`src/rtl/dsem_pkg.sv`:
```
package dsem_pkg;

   typedef enum logic [1:0] {
      SEM_FREE  = 2'd0,
      SEM_LEFT  = 2'd1,
      SEM_RIGHT = 2'd2
   } sem_owner_e;

endpackage

```
`src/rtl/sem_cell.sv`:
```
module sem_cell
   import dsem_pkg::*;
#(
   parameter bit TIE_LEFT = 1'b1
) (
   input  logic clk,
   input  logic rst_n,
   input  logic wr_l,
   input  logic wbit_l,
   input  logic wr_r,
   input  logic wbit_r,
   output logic held_l,
   output logic held_r
);

   logic       req_l_q, req_r_q;
   logic       req_l_n, req_r_n;
   sem_owner_e owner_q, owner_n;
   sem_owner_e tie_pick;

   // a written 0 is a request, a written 1 withdraws or releases
   assign req_l_n = wr_l ? ~wbit_l : req_l_q;
   assign req_r_n = wr_r ? ~wbit_r : req_r_q;

   generate
      if (TIE_LEFT) begin : g_tie_left
         assign tie_pick = SEM_LEFT;
      end else begin : g_tie_right
         assign tie_pick = SEM_RIGHT;
      end
   endgenerate

   always_comb begin
      owner_n = owner_q;
      unique case (owner_q)
         SEM_LEFT: begin
            if (!req_l_n) owner_n = req_r_n ? SEM_RIGHT : SEM_FREE;
         end
         SEM_RIGHT: begin
            if (!req_r_n) owner_n = req_l_n ? SEM_LEFT : SEM_FREE;
         end
         default: begin
            if (req_l_n && req_r_n) owner_n = tie_pick;
            else if (req_l_n)       owner_n = SEM_LEFT;
            else if (req_r_n)       owner_n = SEM_RIGHT;
            else                    owner_n = SEM_FREE;
         end
      endcase
   end

   always_ff @(posedge clk or negedge rst_n) begin
      if (!rst_n) begin
         req_l_q <= 1'b0;
         req_r_q <= 1'b0;
         owner_q <= SEM_FREE;
      end else begin
         req_l_q <= req_l_n;
         req_r_q <= req_r_n;
         owner_q <= owner_n;
      end
   end

   assign held_l = (owner_q == SEM_LEFT);
   assign held_r = (owner_q == SEM_RIGHT);

   // the holder always has its own request latch set
   p_holder_has_req_r4: assert property (@(posedge clk) disable iff (!rst_n)
      (owner_q == SEM_LEFT) |-> req_l_q);

   // without a release by the holder, ownership does not move
   p_no_steal_r4: assert property (@(posedge clk) disable iff (!rst_n)
      (owner_q == SEM_LEFT && !(wr_l && wbit_l)) |=> (owner_q == SEM_LEFT));

   p_release_free_r5: assert property (@(posedge clk) disable iff (!rst_n)
      (owner_q == SEM_LEFT && wr_l && wbit_l && !req_r_q && !(wr_r && !wbit_r))
      |=> (owner_q == SEM_FREE));

   p_handoff_r6: assert property (@(posedge clk) disable iff (!rst_n)
      (owner_q == SEM_RIGHT && wr_r && wbit_r && req_l_q && !wr_l)
      |=> (owner_q == SEM_LEFT));

   p_cancel_r10: assert property (@(posedge clk) disable iff (!rst_n)
      (owner_q == SEM_LEFT && wr_r && wbit_r) |=> !req_r_q);

   generate
      if (TIE_LEFT) begin : g_tie_chk
         p_tie_left_r9: assert property (@(posedge clk) disable iff (!rst_n)
            (owner_q == SEM_FREE && wr_l && !wbit_l && wr_r && !wbit_r)
            |=> (owner_q == SEM_LEFT && req_r_q));
      end
   endgenerate

endmodule

```
`src/rtl/sem_port_dec.sv`:
```
module sem_port_dec #(
   parameter int NUM_SEM = 8,
   parameter int ADDR_W  = 13,
   parameter int DATA_W  = 8,
   localparam int IDX_W  = (NUM_SEM > 1) ? $clog2(NUM_SEM) : 1
) (
   input  logic               sel,
   input  logic               we,
   input  logic [ADDR_W-1:0]  addr,
   input  logic [DATA_W-1:0]  wdata,
   input  logic [NUM_SEM-1:0] flags,
   output logic [NUM_SEM-1:0] wr_stb,
   output logic               wbit,
   output logic               rd_flag
);

   logic [IDX_W-1:0] idx;

   // only the low address bits reach the decoder
   assign idx  = addr[IDX_W-1:0];
   // only data bit 0 is forwarded
   assign wbit = wdata[0];

   generate
      for (genvar i = 0; i < NUM_SEM; i++) begin : g_stb
         assign wr_stb[i] = sel && we && (idx == IDX_W'(i));
      end
   endgenerate

   always_comb begin
      rd_flag = 1'b1;
      for (int k = 0; k < NUM_SEM; k++) begin
         if (idx == IDX_W'(k)) rd_flag = flags[k];
      end
   end

endmodule

```
`src/rtl/sem_rd_port.sv`:
```
module sem_rd_port #(
   parameter int DATA_W = 8
) (
   input  logic              clk,
   input  logic              rst_n,
   input  logic              sel,
   input  logic              oe,
   input  logic              we,
   input  logic              flag,
   output logic [DATA_W-1:0] rdata
);

   logic              act, act_q;
   logic [DATA_W-1:0] rdata_q;

   assign act = sel && oe && !we;

   always_ff @(posedge clk or negedge rst_n) begin
      if (!rst_n) begin
         act_q   <= 1'b0;
         rdata_q <= '1;
      end else begin
         act_q <= act;
         if (act && !act_q) rdata_q <= {DATA_W{flag}};
      end
   end

   assign rdata = rdata_q;

   // held value while the access stays open
   p_frozen_r8: assert property (@(posedge clk) disable iff (!rst_n)
      (act && act_q) |=> $stable(rdata_q));

   // the register is always a replicated flag
   p_replicated_r7: assert property (@(posedge clk) disable iff (!rst_n)
      (rdata_q == '0) || (rdata_q == '1));

   // a fresh access loads the flag seen at its first edge
   p_capture_r8: assert property (@(posedge clk) disable iff (!rst_n)
      (act && !act_q) |=> (rdata_q == {DATA_W{$past(flag)}}));

endmodule

```
`src/rtl/dual_sem_unit.sv`:
```
module dual_sem_unit
   import dsem_pkg::*;
#(
   parameter int NUM_SEM  = 8,
   parameter int ADDR_W   = 13,
   parameter int DATA_W   = 8,
   parameter bit TIE_LEFT = 1'b1
) (
   input  logic              clk,
   input  logic              rst_n,
   input  logic              l_sel,
   input  logic              l_oe,
   input  logic              l_we,
   input  logic [ADDR_W-1:0] l_addr,
   input  logic [DATA_W-1:0] l_wdata,
   output logic [DATA_W-1:0] l_rdata,
   input  logic              r_sel,
   input  logic              r_oe,
   input  logic              r_we,
   input  logic [ADDR_W-1:0] r_addr,
   input  logic [DATA_W-1:0] r_wdata,
   output logic [DATA_W-1:0] r_rdata
);

   localparam int IDX_W = (NUM_SEM > 1) ? $clog2(NUM_SEM) : 1;

   generate
      if (NUM_SEM < 2 || NUM_SEM > 256) begin : g_bad_num
         $error("dual_sem_unit: NUM_SEM out of range");
      end
      if (ADDR_W < IDX_W) begin : g_bad_addr
         $error("dual_sem_unit: ADDR_W too narrow for NUM_SEM");
      end
      if (DATA_W < 1) begin : g_bad_data
         $error("dual_sem_unit: DATA_W must be positive");
      end
   endgenerate

   logic [NUM_SEM-1:0] stb_l, stb_r;
   logic [NUM_SEM-1:0] held_l, held_r;
   logic [NUM_SEM-1:0] free_l, free_r;
   logic               wbit_l, wbit_r;
   logic               flag_l, flag_r;

   sem_port_dec #(.NUM_SEM(NUM_SEM), .ADDR_W(ADDR_W), .DATA_W(DATA_W)) u_dec_l (
      .sel(l_sel), .we(l_we), .addr(l_addr), .wdata(l_wdata),
      .flags(free_l), .wr_stb(stb_l), .wbit(wbit_l), .rd_flag(flag_l));

   sem_port_dec #(.NUM_SEM(NUM_SEM), .ADDR_W(ADDR_W), .DATA_W(DATA_W)) u_dec_r (
      .sel(r_sel), .we(r_we), .addr(r_addr), .wdata(r_wdata),
      .flags(free_r), .wr_stb(stb_r), .wbit(wbit_r), .rd_flag(flag_r));

   generate
      for (genvar i = 0; i < NUM_SEM; i++) begin : g_sem
         sem_cell #(.TIE_LEFT(TIE_LEFT)) u_cell (
            .clk(clk), .rst_n(rst_n),
            .wr_l(stb_l[i]), .wbit_l(wbit_l),
            .wr_r(stb_r[i]), .wbit_r(wbit_r),
            .held_l(held_l[i]), .held_r(held_r[i]));
         // flags are active low toward the holder
         assign free_l[i] = ~held_l[i];
         assign free_r[i] = ~held_r[i];
      end
   endgenerate

   sem_rd_port #(.DATA_W(DATA_W)) u_rd_l (
      .clk(clk), .rst_n(rst_n), .sel(l_sel), .oe(l_oe), .we(l_we),
      .flag(flag_l), .rdata(l_rdata));

   sem_rd_port #(.DATA_W(DATA_W)) u_rd_r (
      .clk(clk), .rst_n(rst_n), .sel(r_sel), .oe(r_oe), .we(r_we),
      .flag(flag_r), .rdata(r_rdata));

   // a token never has two holders
   p_single_holder_r3: assert property (@(posedge clk) disable iff (!rst_n)
      $onehot0(held_l & held_r) && ((held_l & held_r) == '0));

endmodule

```
`config.mk`:
```
export PLATFORM = sky130hd
export DESIGN_NAME = dual_sem_unit
export DESIGN_NICKNAME = d
export VERILOG_FILES = /design/src/rtl/dsem_pkg.sv /design/src/rtl/sem_cell.sv /design/src/rtl/sem_port_dec.sv /design/src/rtl/sem_rd_port.sv /design/src/rtl/dual_sem_unit.sv
export SDC_FILE = /design/constraint.sdc
export NUM_CORES = 1
export LEC_CHECK = 0
export BUFFER_PORTS_ARGS = -buffer_cell sky130_fd_sc_hd__buf_2
export CAP_MARGIN = 20
export CORE_MARGIN = 2
export CORE_UTILIZATION = 50
export CTS_CLUSTER_SIZE = 14
export DETAILED_ROUTE_END_ITERATION = 10
export MAX_ROUTING_LAYER = met4
export PLACE_DENSITY_LB_ADDON = 0.15
export REMOVE_ABC_BUFFERS = 1
export SLEW_MARGIN = 20
export SYNTH_ARGS = -nofsm -noshare
export SYNTH_HDL_FRONTEND = slang
export SYNTH_SLANG_ARGS = --single-unit
export TNS_END_PERCENT = 10
```
`constraint.sdc`:
```
create_clock -name clk -period 1.5 [get_ports clk]
set_input_delay 0.3 -clock clk [delete_from_list [all_inputs] [get_ports clk]]
set_output_delay 0.3 -clock clk [all_outputs]
set_load 0.05 [all_outputs]
```
== Word-level counts from Yosys, hierarchy flattened ==
Index checks and enable logic that the tools add are counted.
Storage, ports and cells
  register bits: 36
  word-level logic and storage cells: 226
Operators by class
  equal/unequal tests: 46
  mux-type cells: 88
  bitwise logic cells: 18
  reduce and logical (&&, ||, !) cells: 46
Operators by type and width (number)
  $mux 2: 40
  $mux 1: 40
  $logic_and 1x1->1: 32
  $ne 2x2->1 const B: 16
  $pmux 2 s2: 8
  $eq 3x3->1 const B: 8
  $not 1->1: 18
  $eq 2x1->1 const B: 8
  $eq 2x2->1 const B: 8
  $reduce_and 2->1: 8
  $eq 3x2->1 const B: 4
  $eq 3x1->1 const B: 2
  $logic_not 3->1: 2
  $logic_not 1->1: 4

== Longest topological paths before layout ==
Gate-level depths: netlist of run 1.
  depth after elaboration: 10
  gate-level depth with buffers: 7
  mapped depth without buffers: 7

== Cells and area by module ==
From an unflattened synthesis of run 1, not the netlist that was laid out.
Unflattened totals
  cell total of the unflattened synthesis: 278
  area total of the unflattened synthesis: 2612.5 um^2
By module, submodules not included
  sem_cell at g_sem[0].u_cell ...: cells an instance 24, instances 7, area each 247.7 um^2, sequential area each 100.1 um^2
  sem_port_dec: cells an instance 23, instances 2, area each 156.4 um^2, sequential area each 0.0 um^2
  sem_rd_port: cells an instance 13, instances 2, area each 138.9 um^2, sequential area each 51.3 um^2
  sem_cell at g_sem[7].u_cell: cells an instance 22, instances 1, area each 227.7 um^2, sequential area each 100.1 um^2
  dual_sem_unit: cells an instance 16, instances 1, area each 60.1 um^2, sequential area each 0.0 um^2

== Worst setup path after synthesis of run 1 ==
No wires, ideal clock.
  path type: input to register
  from: input r_addr[2]
  to: register g_sem[2].u_cell.owner_q[0]
  path slack: 0.004 ns
  data arrival time: 1.372 ns
  stages: 6
  buffers on the path: 1
  data required time: 1.376 ns
  cells stage by stage: clkbuf_8 nor2_1 a21oi_1 a31oi_2 a211oi_1 a211o_1
On the way
  longest elaborated chain between the ends: 6
  elaborated cells on any way between the ends: 8
  those cells by class: eq/ne (2); mux (3); reduce/logical (3)
Ends and longest elaborated chain
  start, declared: line dual_sem_unit.sv:20  | input logic [ADDR_W-1:0] r_addr,
  $eq 3x2->1 (*): line sem_port_dec.sv:26  | assign wr_stb[i] = sel && we && (idx == IDX_W'(i));
  $logic_and 1x1->1 (*): line sem_port_dec.sv:26
  $mux 1 (*): line sem_cell.sv:23  | assign req_r_n = wr_r ? ~wbit_r : req_r_q;
  via g_sem[2].u_cell.req_r_n: line sem_cell.sv:17  | logic req_l_n, req_r_n;
  $logic_and 1x1->1: line sem_cell.sv:43  | if (req_l_n && req_r_n) owner_n = tie_pick;
  $mux 2: line sem_cell.sv:43
  $pmux 2 s2: line sem_cell.sv:35  | unique case (owner_q)
  end signal, assigned: line sem_cell.sv:59  | owner_q <= owner_n;
  end, declared: line sem_cell.sv:18  | sem_owner_e owner_q, owner_n;
Mark *: on every way through the listed nets, which the timed path passes. The rest lies on a longest branch.
A chain may end at the register's enable or synchronous reset.

== Final worst setup path of run 1 ==
  from: register g_sem[6].u_cell.owner_q[0]
  to: register u_rd_l.rdata[0] (netlist name)
On the way
  longest elaborated chain between the ends: 4
Ends and longest elaborated chain
  start, declared: line sem_cell.sv:18
  start signal, assigned: line sem_cell.sv:59
  $eq 2x1->1: line sem_cell.sv:63  | assign held_l = (owner_q == SEM_LEFT);
  $not 1->1: line dual_sem_unit.sv:61  | assign free_l[i] = ~held_l[i];
  $mux 1 (2 in series): line sem_port_dec.sv:33  | if (idx == IDX_W'(k)) rd_flag = flags[k];
Every way passes these cells.

==> results.toml, run 1 <==
[outcome]
status = "completed"

[logic_synthesis]
yosysTopAreaCell = "dfrtp_1"
synth_top_area_share_pct = 34.3
synth-edff-count = 0
yosysSeqAreaShare_pct = 36.4
async_flop_share_pct = 100
syn_avg_cell_area_um2 = 10.1
synthCells = 245
ys_types = 49
synth_area_leaders = "dfrtp_1, ha_1, buf_4"
syn_area_mm2 = 0.00248
synth_flop_cell = "dfrtp_1"
ys_warn_count = 0
ys_ff_latch = 36

[critical_path]
cp.arrival_ps = 1710
slowest_stage = "mux4_2"
cp_cell_sequence = "ha_1 > mux4_2 > mux2i_1 > mux2_2"
cp_max_fo = 4
crit_path_start_kind = "flop"
critPathMaxStageDelay_ps = 460
critPathRequiredTime_ps = 1740
crit_family = "multiplexers"
cp.depth = 4
path_buf_inv = 0
worstSetupEndpointType = "flop"
worstRegToRegCells = 4
crit_type = "reg2reg"

[floorplan]
core_region_area_mm2 = 0.00475
die_w_um = 74.5
die_area_mm2 = 0.00555
initial_utilization_pct = 52.2
pin_count = 66
die_y_um = 74.5
num_rows = 25

[cells_and_area]
multi_input_area_mm2 = 0.00134
num_antenna_cells = 0
utilization_pct = 63.7
area_delta_synth_final_pct = 22.0
final_common_cell = "buf_4"
design_area_mm2 = 0.00303
drive_gt1_share_pct = 36.5
regArea_um2 = 903
n_fill_cell = 433
final_cell_mix = "buf_4, dfrtp_1, buf_2"
nets = 378
fin_cells = 379

[timing]
setup-violations-final = 0
report.final.slew_viol_count = 0
clock_skew_ps = 7.59
tightestPinTransition_ps = 447
relSlewSlack_pct = 70.0
max_freq_mhz = 678
rsz0062_at_grt = "true"
final_hold_viol_count = 0
timing.final.crit_share_pct = 98.4
layout_min_cycle_time_ps = 1480

[placed_design]
place.gp.congestion = 0.783
dp_cells = 367
port-buffer-count = 31
hpwl_um = 3890
placed_area_mm2 = 0.00288

[detailed_routing]
num_vias = 2030
drtIter0Drc = 90
via_per_inst = 5.36
wl_um = 5220
drtPass1Iterations = 4
ant_nets = 0
routedWlPerCell_um = 13.8
drcViolationCount = 0

[min_path]
hold_path.class = "in2reg"
hold_depth = 3

[cts]
worstSkewPairLatency_ps = 290
cts_tree = "done"
clock-root-buffer = "clkbuf_8"
clk_path_buf_depth = 2
cts.clk_slew.worst_paths_ps = 70
cts-buffers-inserted = 5
clock-sinks = 36
cts.htree.levels = 2

[power]
switchingPower_mw = 2.25
total_power_mw = 5.10
swShare_pct = 44.1
pwr-share-seq_pct = 28.8
p_per_area_mw_per_mm2 = 1680
vdd_drop_max_uv = 1040
pwr-share-clk_pct = 13.1
combPwrFrac_pct = 58.1
power.internal_mw = 2.85
p_leak_nw = 1.50

[grt]
antenna_found_initial = 0
grt_use_total_pct = 21.0
grt_overflow = 0
grt_start_max_net_pins = 22
grt_pass1_vias = 1869
grt_pass1_wl_um = 8580

[run]
max-cap-violations = 0
==> worst register-to-register path, cell delays in order (launching register included) <==
cell and delay, ps:
dfrtp_1 410, ha_1 240, mux4_2 460, mux2i_1 150, mux2_2 160
==> path summary, 6_finish.rpt <==
| kind | startpoint | end | slack [ps] |
|---|---|---|---|
| worst min register to register | g_sem[0].u_cell.req_l_q | g_sem[0].u_cell.req_l_q | 570 |
| worst max-delay path | g_sem[6].u_cell.owner_q[0] | u_rd_l.rdata[0] | 20 |
| worst min-delay path | r_oe | u_rd_r.act_q | 240 |
| worst max register to register | g_sem[6].u_cell.owner_q[0] | u_rd_l.rdata[0] | 20 |
| max in group asynchronous | rst_n | u_rd_l.rdata[0] | 510 |
| min in group asynchronous | rst_n | g_sem[4].u_cell.owner_q[0] | 470 |
==> Yosys cell counts (2+ instances only) <==
| library cell | n |
|---|---|
| and3_1 | 14 |
| nand4b_1 | 3 |
| a2111o_1 | 2 |
| a41oi_2 | 2 |
| mux4_2 | 2 |
| nand3_1 | 8 |
| dfrtp_1 | 34 |
| buf_6 | 2 |
| a211oi_1 | 4 |
| nand2b_1 | 6 |
| a22oi_1 | 3 |
| o31ai_1 | 3 |
| buf_4 | 15 |
| inv_1 | 25 |
| nand2_1 | 15 |
| mux2i_1 | 3 |
| o21ai_0 | 11 |
| and4bb_1 | 4 |
| nor2b_1 | 3 |
| ha_1 | 16 |
| a31oi_1 | 3 |
| o31ai_2 | 5 |
| a211o_1 | 8 |
| mux2_2 | 2 |
| o211ai_1 | 4 |
| a21oi_1 | 8 |
| o21ai_1 | 2 |
| dfstp_2 | 2 |
| nor2_1 | 14 |
| a31oi_2 | 3 |
==> registers in the layout (all words and copies together) (netlist names) <==
signal / cells
g_sem.u_cell.owner_q: 16
u_rd_l.act_q: 1
u_rd_r.act_q: 1
u_rd_l.rdata: 1
g_sem.u_cell.req_r_q: 8
g_sem.u_cell.req_l_q: 8
u_rd_r.rdata: 1
==> power by group through the flow <==
stage / clock [mW] / sequential (mW) / combinational [mW]
floorplan: 0 / 2.06 / 1.39
global placement: 0 / 1.49 / 2.77
detailed placement: 0 / 1.50 / 2.84
CTS: 0.694 / 1.47 / 2.91
global route: 0.734 / 1.51 / 3.26
finish: 0.668 / 1.47 / 2.97
==> metrics by stage <==
step | TNS (ps) | setup WS, ps | hold slack, ps
finish | 0 | 24.5 | 235
global route | -110 | -66.3 | 244
CTS | 0 | 0.0282 | 230
detailed placement | -3070 | -276 | 255
global placement | -2270 | -193 | 256
floorplan | -11510 | -755 | 4.41
==> repair_timing <==
action | CTS | global route
gates resized for setup | 2 | 8
endpoints found under the hold margin | 14 | 0
pin swaps | 0 | 0
hold buffers | 1 | 0
endpoints found under the setup margin | 2 | 21
setup buffers | 3 | 1
==> cell type report <==
| class | count | area share (%) |
|---|---|---|
| Clock buffer | 5 | 2.27 |
| Tap cell | 67 | 2.77 |
| Multi-Input combinational cell | 165 | 44.1 |
| Clock inverter | 2 | 0.413 |
| Sequential cell | 36 | 29.8 |
| Inverter | 25 | 3.10 |
| Timing Repair Buffer | 79 | 17.6 |
==> metal layers <==
metal	vias up	part of all wire, %	track usage [%]
met5	-	0	-
met4	0	1.1	7.34
met3	9	4.0	4.20
met2	45	46	32.5
met1	956	49	27.5
li1	1020	-	-
==> logic make-up (layout without fill, tap and decap cells) <==
group	after synthesis	after routing	share of synthesized area (%)
multiplexers	7	7	3.93
AO/OA/AOI/OAI	66	66	22.1
buffers and inverters	44	111	11.1
AND/OR/NAND/NOR	76	76	18.5
adder cells (fa/ha/maj)	16	16	8.06
flip-flops	36	36	36.4
Power figures use the tool's default switching activity.
==> inputs of run 2 (changes only) <==
- CELL_PAD_IN_SITES_DETAIL_PLACEMENT: default -> 1
- CELL_PAD_IN_SITES_GLOBAL_PLACEMENT: default -> 1
- CORE_UTILIZATION: 50 -> 40
- PLACE_DENSITY: default -> 0.85
- PLACE_DENSITY_LB_ADDON: 0.15 -> default
==> run 2 against run 1 <==
Compared with the run above:
- die area up 24%
- register-to-register slack worse by 50 ps
- sequential power up 3%
- the run now ends with negative setup slack left
- largest power group unchanged
==> results.toml, run 2 (synthesized netlist as in run 1, its figures left out) <==
[cts]
cts.htree.levels = 2
clock-root-buffer = "clkbuf_8"
cts-buffers-inserted = 5
cts.clk_slew.worst_paths_ps = 80
cts_tree = "done"
clock-sinks = 36
worstSkewPairLatency_ps = 300
clk_path_buf_depth = 2

[cells_and_area]
design_area_mm2 = 0.00309
largest_register_ffs = 16
utilization_pct = 51.8
num_antenna_cells = 0
nets = 374
final_common_cell = "buf_4"
fin_cells = 384
final_cell_mix = "buf_4, dfrtp_1, inv_1"
area_delta_synth_final_pct = 24.3
n_fill_cell = 709
drive_gt1_share_pct = 36.2
regMostFlops = "g_sem.u_cell.owner_q"
reg.largest.list = "g_sem.u_cell.owner_q (16), g_sem.u_cell.req_l_q (8), g_sem.u_cell.req_r_q (8)"

[timing]
fin_tns_setup_ps = -25.6
clock_skew_ps = 5.81
rsz0062_at_grt = "true"
holdWs_ps = 185
report.final.slew_viol_count = 0
tightestPinTransition_ps = 449
final_hold_viol_count = 0
layout_min_cycle_time_ps = 1530
setup-violations-final = 1
relSlewSlack_pct = 69.9
max_freq_mhz = 655
finalWorstSetupSlack_ps = -25.6
timing.final.crit_share_pct = 102

[detailed_routing]
drcViolationCount = 0
num_vias = 2126
ant_nets = 0
via_per_inst = 5.54
routedWlPerCell_um = 17.4
wl_um = 6670
drtIter0Drc = 84
drtPass1Iterations = 4

[floorplan]
die_y_um = 82.8
initial_utilization_pct = 41.7
num_rows = 28
die_area_mm2 = 0.00686
pin_count = 66
core_region_area_mm2 = 0.00596
die_w_um = 82.8

[run]
max-cap-violations = 0

[placed_design]
place.gp.congestion = 0.773
dp_cells = 373
dpl_worst_slack_ps = -266
hpwl_um = 4870
port-buffer-count = 31
placed_area_mm2 = 0.00287

[critical_path]
critPathRequiredTime_ps = 1750
crit_path_start_kind = "flop"
worstSetupEndpointType = "flop"
slowest_stage = "mux4_2"
critPathMaxStageDelay_ps = 470
crit_type = "reg2reg"
cp.arrival_ps = 1780
cp_cell_sequence = "inv_1 > ha_2 > mux4_2 > mux2i_1 > mux2_4"
cp_max_fo = 4

[min_path]
hold_path.class = "in2reg"

[grt]
grt_overflow = 0
grt_use_total_pct = 22.1
grt_pass1_vias = 2276
grt_pass1_wl_um = 11000
antenna_found_initial = 0
grt_start_max_net_pins = 37

[outcome]
status = "finished, violations left"
violations = "negative setup slack"

[power]
p_per_area_mw_per_mm2 = 1750
vdd_drop_max_uv = 1040
p_leak_nw = 1.51
total_power_mw = 5.40
[run 2: cell types whose count changed in the layout (fill, tap and decap cells not counted), sizes merged]
cell	before	now
clkinv	1	0
buf	77	63
clkinvlp	1	0
clkbuf	6	19
[run 2: worst paths after layout]
path / depth (start not counted) / endpoint / start / slack [ps]
worst max-delay path: 5 / u_rd_l.rdata[0] / g_sem[5].u_cell.owner_q[1] / -30
worst min-delay path: 2 / u_rd_r.act_q / r_we / 190
worst max register to register: 5 / u_rd_l.rdata[0] / g_sem[5].u_cell.owner_q[1] / -30
worst min register to register: 2 / g_sem[5].u_cell.req_l_q / g_sem[5].u_cell.req_l_q / 580
max in group asynchronous: 3 / u_rd_r.rdata[0] / rst_n / 750
min in group asynchronous: 3 / g_sem[0].u_cell.owner_q[0] / rst_n / 490
[run 2: timing repair]
action | in CTS | in global routing
setup endpoints to repair | 2 | 26
gates resized for setup | 6 | 33
setup buffers | 1 | 1
hold endpoints to repair | 34 | 0
hold buffers | 1 | 0
[run 2: layout make-up]
type | count | area [um2] | area share (%)
multi-input cells | 165 | 1370 | 44.2
flip-flops and latches | 36 | 903 | 29.3
repair buffers | 75 | 541 | 17.5
inverters | 25 | 93.8 | 3.04
well taps | 75 | 93.8 | 3.04
clock buffers | 8 | 90.1 | 2.92
[run 2: critical path: cells and delay by family (launching register included)]
family | cells | cell delay, ps
flip-flops | 1 | 420
adder cells (fa/ha/maj) | 1 | 180
buffers and inverters | 1 | 70
multiplexers | 3 | 810
[run 2: layer usage]
metal  global-route usage (%)  share of wire, %  up-vias  wire (um)
met5                        -                 0        -          0
li1                         -                 -     1010          -
met4                     7.87               1.4        0         93
met3                     4.00               3.3        9        218
met2                     37.3                51       39       3390
met1                     26.5                44     1068       2960
[run 2: power breakdown]
part	leakage, nW	switching, mW	internal, mW
logic	1.01	1.81	1.34
registers	0.448	0.234	1.28
clock network	0.0455	0.367	0.375
total	1.51	2.41	2.99
